## src/rtl/csd_mul_pkg.sv

```systemverilog
package csd_mul_pkg;

  // High part of the correction: minus the sign-position ones of every nonzero digit,
  // modulo 2^(n+m). Result is valid for n+m <= 63.
  function automatic logic [63:0] hi_corr(input int n, input int m, input logic [63:0] nz);
    logic [63:0] acc;
    logic [63:0] msk;
    acc = '0;
    for (int k = 0; k < m; k++) begin
      if (nz[k]) acc = acc + (64'd1 << (n - 1 + k));
    end
    msk = (64'd1 << (n + m)) - 64'd1;
    return (~acc + 64'd1) & msk;
  endfunction

endpackage

```

## src/rtl/csd_mul_seq.sv

```systemverilog
module csd_mul_seq #(
  parameter int DATA_W = 8,
  parameter int PW     = 14,
  parameter int CW     = 4
) (
  input  logic          clk_i,
  input  logic          rst_ni,
  input  logic          start_i,
  output logic          act_o,
  output logic          first_o,
  output logic          win_o,
  output logic          msb_o,
  output logic [CW-1:0] cnt_o
);

  logic          run_q;
  logic [CW-1:0] cnt_q;
  logic [CW-1:0] cur;

  assign cur     = start_i ? '0 : cnt_q;
  assign act_o   = start_i | run_q;
  assign first_o = start_i;
  assign win_o   = act_o && (cur < CW'(DATA_W));
  assign msb_o   = act_o && (cur == CW'(DATA_W - 1));
  assign cnt_o   = cur;

  always_ff @(posedge clk_i or negedge rst_ni) begin
    if (!rst_ni) begin
      run_q <= 1'b0;
      cnt_q <= '0;
    end else if (start_i) begin
      run_q <= 1'b1;
      cnt_q <= CW'(1);
    end else if (run_q) begin
      cnt_q <= cnt_q + CW'(1);
      run_q <= (cnt_q != CW'(PW - 1));
    end
  end

  AST_START_GAP: assert property (@(posedge clk_i) disable iff (!rst_ni)
    start_i |-> !run_q);
  AST_RUN_BOUND: assert property (@(posedge clk_i) disable iff (!rst_ni)
    run_q |-> (cnt_q < CW'(PW)));
  AST_MSB_IN_WIN: assert property (@(posedge clk_i) disable iff (!rst_ni)
    msb_o |-> win_o);

endmodule

```

## src/rtl/csd_mul_cell.sv

```systemverilog
module csd_mul_cell #(
  parameter bit NZ  = 1'b1,
  parameter bit NEG = 1'b0
) (
  input  logic clk_i,
  input  logic rst_ni,
  input  logic act_i,
  input  logic first_i,
  input  logic win_i,
  input  logic msb_i,
  input  logic x_i,
  input  logic s_i,
  output logic sum_o,
  output logic sum_q_o
);

  logic sum_q;

  if (NZ) begin : g_fa
    logic c_q, c_eff, pp, c_nx;
    // +1: flip sign bit only; -1: flip all but sign bit
    assign pp    = win_i & (x_i ^ (NEG ? ~msb_i : msb_i));
    assign c_eff = first_i ? NEG : c_q;
    assign sum_o = pp ^ s_i ^ c_eff;
    assign c_nx  = (pp & s_i) | (pp & c_eff) | (s_i & c_eff);

    always_ff @(posedge clk_i or negedge rst_ni) begin
      if (!rst_ni)    c_q <= 1'b0;
      else if (act_i) c_q <= c_nx;
    end

    AST_CARRY_IDLE: assert property (@(posedge clk_i) disable iff (!rst_ni)
      !act_i |=> $stable(c_q));
  end else begin : g_dly
    logic unused_in;
    assign unused_in = ^{first_i, win_i, msb_i, x_i};
    assign sum_o     = s_i;
  end

  always_ff @(posedge clk_i or negedge rst_ni) begin
    if (!rst_ni)    sum_q <= 1'b0;
    else if (act_i) sum_q <= sum_o;
  end

  assign sum_q_o = sum_q;

endmodule

```

## src/rtl/csd_serial_mul.sv

```systemverilog
module csd_serial_mul #(
  parameter int               DATA_W  = 8,
  parameter int               DIG_N   = 6,
  parameter logic [DIG_N-1:0] DIG_NZ  = 6'b100101,
  parameter logic [DIG_N-1:0] DIG_NEG = 6'b100001
) (
  input  logic clk_i,
  input  logic rst_ni,
  input  logic start_i,
  input  logic x_i,
  output logic prod_o,
  output logic prod_vld_o,
  output logic prod_sop_o
);

  localparam int          PW      = DATA_W + DIG_N;
  localparam int          CW      = $clog2(PW + 1);
  localparam logic [63:0] HI_FULL = csd_mul_pkg::hi_corr(DATA_W, DIG_N, 64'(DIG_NZ));
  localparam logic [PW-1:0] HI_K  = HI_FULL[PW-1:0];

  logic          act, first, win, msb;
  logic [CW-1:0] cnt;
  logic [CW:0]   inj_idx;
  logic [PW-1:0] hi_sh;
  logic          inj;
  logic [DIG_N-1:0] s_in, sum_c, sum_q;
  logic          prod_q, vld_q, sop_q;

  csd_mul_seq #(.DATA_W(DATA_W), .PW(PW), .CW(CW)) seq_i (
    .clk_i   (clk_i),
    .rst_ni  (rst_ni),
    .start_i (start_i),
    .act_o   (act),
    .first_o (first),
    .win_o   (win),
    .msb_o   (msb),
    .cnt_o   (cnt)
  );

  // top cell at step t works at weight t+DIG_N-1
  assign inj_idx = {1'b0, cnt} + (CW + 1)'(DIG_N - 1);
  assign hi_sh   = HI_K >> inj_idx;
  assign inj     = act & hi_sh[0];

  for (genvar k = 0; k < DIG_N; k++) begin : g_cell
    if (k == DIG_N - 1) begin : g_top
      assign s_in[k] = inj;
    end else begin : g_mid
      assign s_in[k] = first ? 1'b0 : sum_q[k+1];
    end

    csd_mul_cell #(.NZ(DIG_NZ[k]), .NEG(DIG_NEG[k])) cell_i (
      .clk_i   (clk_i),
      .rst_ni  (rst_ni),
      .act_i   (act),
      .first_i (first),
      .win_i   (win),
      .msb_i   (msb),
      .x_i     (x_i),
      .s_i     (s_in[k]),
      .sum_o   (sum_c[k]),
      .sum_q_o (sum_q[k])
    );
  end

  always_ff @(posedge clk_i or negedge rst_ni) begin
    if (!rst_ni) begin
      prod_q <= 1'b0;
      vld_q  <= 1'b0;
      sop_q  <= 1'b0;
    end else begin
      prod_q <= act & sum_c[0];
      vld_q  <= act;
      sop_q  <= first;
    end
  end

  assign prod_o     = prod_q;
  assign prod_vld_o = vld_q;
  assign prod_sop_o = sop_q;

  AST_IDLE_QUIET: assert property (@(posedge clk_i) disable iff (!rst_ni)
    !prod_vld_o |-> !prod_o);
  AST_SOP_VALID: assert property (@(posedge clk_i) disable iff (!rst_ni)
    prod_sop_o |-> prod_vld_o);
  AST_VLD_OPENS: assert property (@(posedge clk_i) disable iff (!rst_ni)
    $rose(prod_vld_o) |-> prod_sop_o);
  AST_START_ECHO: assert property (@(posedge clk_i) disable iff (!rst_ni)
    start_i |=> prod_sop_o && prod_vld_o);

endmodule

```

## config.mk

```make
export PLATFORM = sky130hd
export DESIGN_NAME = csd_serial_mul
export DESIGN_NICKNAME = d
export VERILOG_FILES = /design/src/rtl/csd_mul_pkg.sv /design/src/rtl/csd_mul_seq.sv /design/src/rtl/csd_mul_cell.sv /design/src/rtl/csd_serial_mul.sv
export SDC_FILE = /design/constraint.sdc
export NUM_CORES = 1
export LEC_CHECK = 0
export BUFFER_PORTS_ARGS = -buffer_cell sky130_fd_sc_hd__buf_2
export CAP_MARGIN = 30
export CORE_MARGIN = 5
export CORE_UTILIZATION = 35
export DETAILED_ROUTE_END_ITERATION = 10
export HOLD_SLACK_MARGIN = 0.15
export SLEW_MARGIN = 30
export SYNTH_ARGS = -nofsm -noshare
export SYNTH_HDL_FRONTEND = slang
export SYNTH_SLANG_ARGS = --single-unit
```

## constraint.sdc

```tcl
create_clock -name clk_i -period 1.9 [get_ports clk_i]
set_input_delay 0.38 -clock clk_i [delete_from_list [all_inputs] [get_ports clk_i]]
set_output_delay 0.38 -clock clk_i [all_outputs]
set_load 0.05 [all_outputs]
```

==> impl_metrics.py <==
metrics = {
    "power": {
        "internal-power_uw": 581,
        "p_sw_uw": 231,
        "clkPwrFrac": 0.284,
        "power.share.switching": 0.284,
        "p_leak_nw": 0.453,
        "sequentialPowerShare": 0.506,
        "peakVddDrop_v": 0.000623,
        "finalPower_uw": 811,
        "comb_power_share": 0.210,
        "p_per_area_nw_per_um2": 848,
    },
    "worst_hold_path": {
        "hold_path.class": "in2reg",
        "hold_depth": 2,
    },
    "synthesis": {
        "synth_warnings": 0,
        "synth_cell_types": 27,
        "synth_area_leaders": "dfrtp_1, fa_1, mux2_4, mux2i_1, ha_1",
        "synth-seq-cells": 16,
        "synth_edf_count": 0,
        "synth_cells": 72,
        "syn_area_per_cell_um2": 11.6,
        "synth_top_area_share": 0.478,
        "netlist_area_um2": 838,
        "yosysSeqAreaShare": 0.478,
        "yosysMostFrequentCell": "dfrtp_1",
        "syn_nets": 82,
        "synthArstFlopShare": 1.00,
        "yosysTopAreaCell": "dfrtp_1",
        "synth_common_cells": "dfrtp_1, nor2_1, mux2i_1, nand2b_1",
        "synth_flop_cell": "dfrtp_1",
    },
    "finish": {
        "final_area_um2": 957,
        "layout.nets": 95,
        "syn_to_final_growth_pct": 14.2,
        "antenna_cells": 0,
        "drive_gt1_frac": 0.238,
        "stdcell_count": 112,
    },
    "worst_setup_path": {
        "cp.arrival_ns": 1.93,
        "required_ns": 2.08,
        "cp_cell_sequence": "nand4b_1 -> xor2_1 -> nor2_1 -> fa_1 -> mux2_4",
        "crit_fanout": 6,
        "critPathLaunchType": "register",
        "r2r_cells": 5,
        "worstSetupPathType": "reg2reg",
        "crit_slowest_cell": "fa_1",
        "cpPeakStageDelay_ns": 0.48,
        "end_kind": "register",
    },
    "grt": {
        "grt_max_degree": 17,
        "antenna_found_initial": 0,
        "grt-ovfl-total": 0,
        "grt_use_total": 0.0928,
        "grt_pass1_wl_um": 2320,
        "grt_pass1_vias": 499,
    },
    "detailed_routing": {
        "viasPerCell": 4.59,
        "dr.pass1.iters": 4,
        "drt-initial-drc-count": 15,
        "routedWlPerCell_um": 12.2,
        "drc": 0,
        "wl_um": 1370,
        "detail-route-antenna-nets": 0,
        "via_count": 514,
    },
    "placed_design": {
        "post-place-cells": 107,
        "place_hpwl_um": 1030,
        "io_buffer_count": 6,
        "place_area_um2": 910,
        "place_ws_ns": -0.0155,
        "routabilityCongestion": 0.755,
    },
    "sta": {
        "finalSetupViolCount": 0,
        "slew_headroom": 0.764,
        "hold_viol": 0,
        "finalWorstSetupSlack_ns": 0.150,
        "slew_violations": 0,
        "post-route-period-util": 0.921,
        "skew_ns": 0.00146,
        "holdWs_ns": 0.381,
        "worstMarginPinSlew_ns": 0.355,
        "fmaxAchievable_ghz": 0.572,
        "period_minus_slack_ns": 1.75,
        "rsz0062_at_grt": "no",
    },
    "cts": {
        "path_clk_slew_ns": 0.10,
        "clock_sinks": 16,
        "cts_made_buffers": 3,
        "cts_tree": "yes",
        "ctsHtreeMaxLevel": 1,
        "root_buffer": "clkbuf_4",
        "clk_latency_ns": 0.29,
        "max-clock-path-buffers": 2,
    },
    "floorplanning": {
        "core_um2": 2250,
        "dieWidth_um": 58.9,
        "num_rows": 17,
        "start_util": 0.372,
        "die_area_um2": 3470,
        "ioPinCount": 7,
        "chipHeight_um": 58.9,
    },
    "status": {
        "status": "completed",
    },
    "flow_run": {
        "cap_viol_max_count": 0,
    },
}
[metal layers]
metal  wire length (µm)  global-route usage
met5                  0                   0
met4                 27              0.0388
met3                 61              0.0395
met2                669               0.147
met1                610               0.110
[path summary, 6_finish.rpt]
kind                                           start                         to  slack [ns]
setup / recovery                      seq_i.cnt_q[0]   g_cell[2].cell_i.sum_q_o        0.15
hold / removal                               start_i                 prod_sop_o        0.38
setup reg to reg                      seq_i.cnt_q[0]   g_cell[2].cell_i.sum_q_o        0.15
hold reg to reg            g_cell[2].cell_i.g_fa.c_q  g_cell[2].cell_i.g_fa.c_q        0.51
max in group asynchronous                     rst_ni             seq_i.cnt_q[0]        1.10
min in group asynchronous                     rst_ni   g_cell[1].cell_i.sum_q_o        0.51
[repair_timing]
action / CTS / global route
setup buffers: 0 / 0
hold buffers: 1 / 0
endpoints found under the setup margin: 0 / 2
hold endpoints to repair: 16 / 0
resized for setup: 0 / 1
[critical path, delay by kind of cell, from the launching register on]
kind	cells	cell delay, ns
muxes	1	0.26
DFF	1	0.46
adders and majority gates	1	0.48
xor gates and xnor gates	1	0.21
and+or+nand+nor	2	0.23
[kinds of logic after synthesis]
kind of cell    synth area share
mux                        0.101
flops                      0.478
compound gates            0.0418
xor+xnor                  0.0418
simple gates               0.175
buf+inv                   0.0463
fa+ha+maj                  0.116
[state kept, by name, summed over array words and instances (netlist names)]
name and cells:
g_cell.cell_i.g_fa.c_q 3, prod_sop_o 1, prod_vld_o 1, seq_i.cnt_q 4, seq_i.run_q 1, prod_o 1
g_cell.cell_i.sum_q_o 5
[metrics by stage]
stage	TNS, ns	util
after floorplan	-0.0405	-
after global placement	0	0.403
after detailed placement	-0.0155	0.403
after CTS	0	0.424
after global routing	0	0.425
final	0	0.425
[cell usage in the layout, fill, tap and decap left out, types with 2 or more instances in the layout]
master and n:
buf_4 5, nand2b_1 4, ha_1 3, buf_2 6, mux2i_1 4, dfrtp_1 15
nand3b_1 2, xor2_1 2, mux2_4 3, a21oi_1 3, inv_1 2, nor2b_1 3
clkbuf_4 3, fa_1 3, nor2_1 10, xnor2_1 2
[cell type report]
class,count,area [µm²]
Inverter,2,7.51
Clock buffer,4,36.3
Sequential cell,16,402
Multi-Input combinational cell,50,399
Fill cell,227,1300
Timing Repair Buffer,12,77.6
Tap cell,28,35.0
[power groups by stage]
stage	registers [mW]	clock network, mW	logic, mW
global route	0.416	0.249	0.195
detailed placement	0.418	0	0.174
global placement	0.417	0	0.169
CTS	0.411	0.235	0.176
floorplan	0.441	0	0.0989
finish	0.411	0.230	0.171
(Power assumes the default switching activity.)
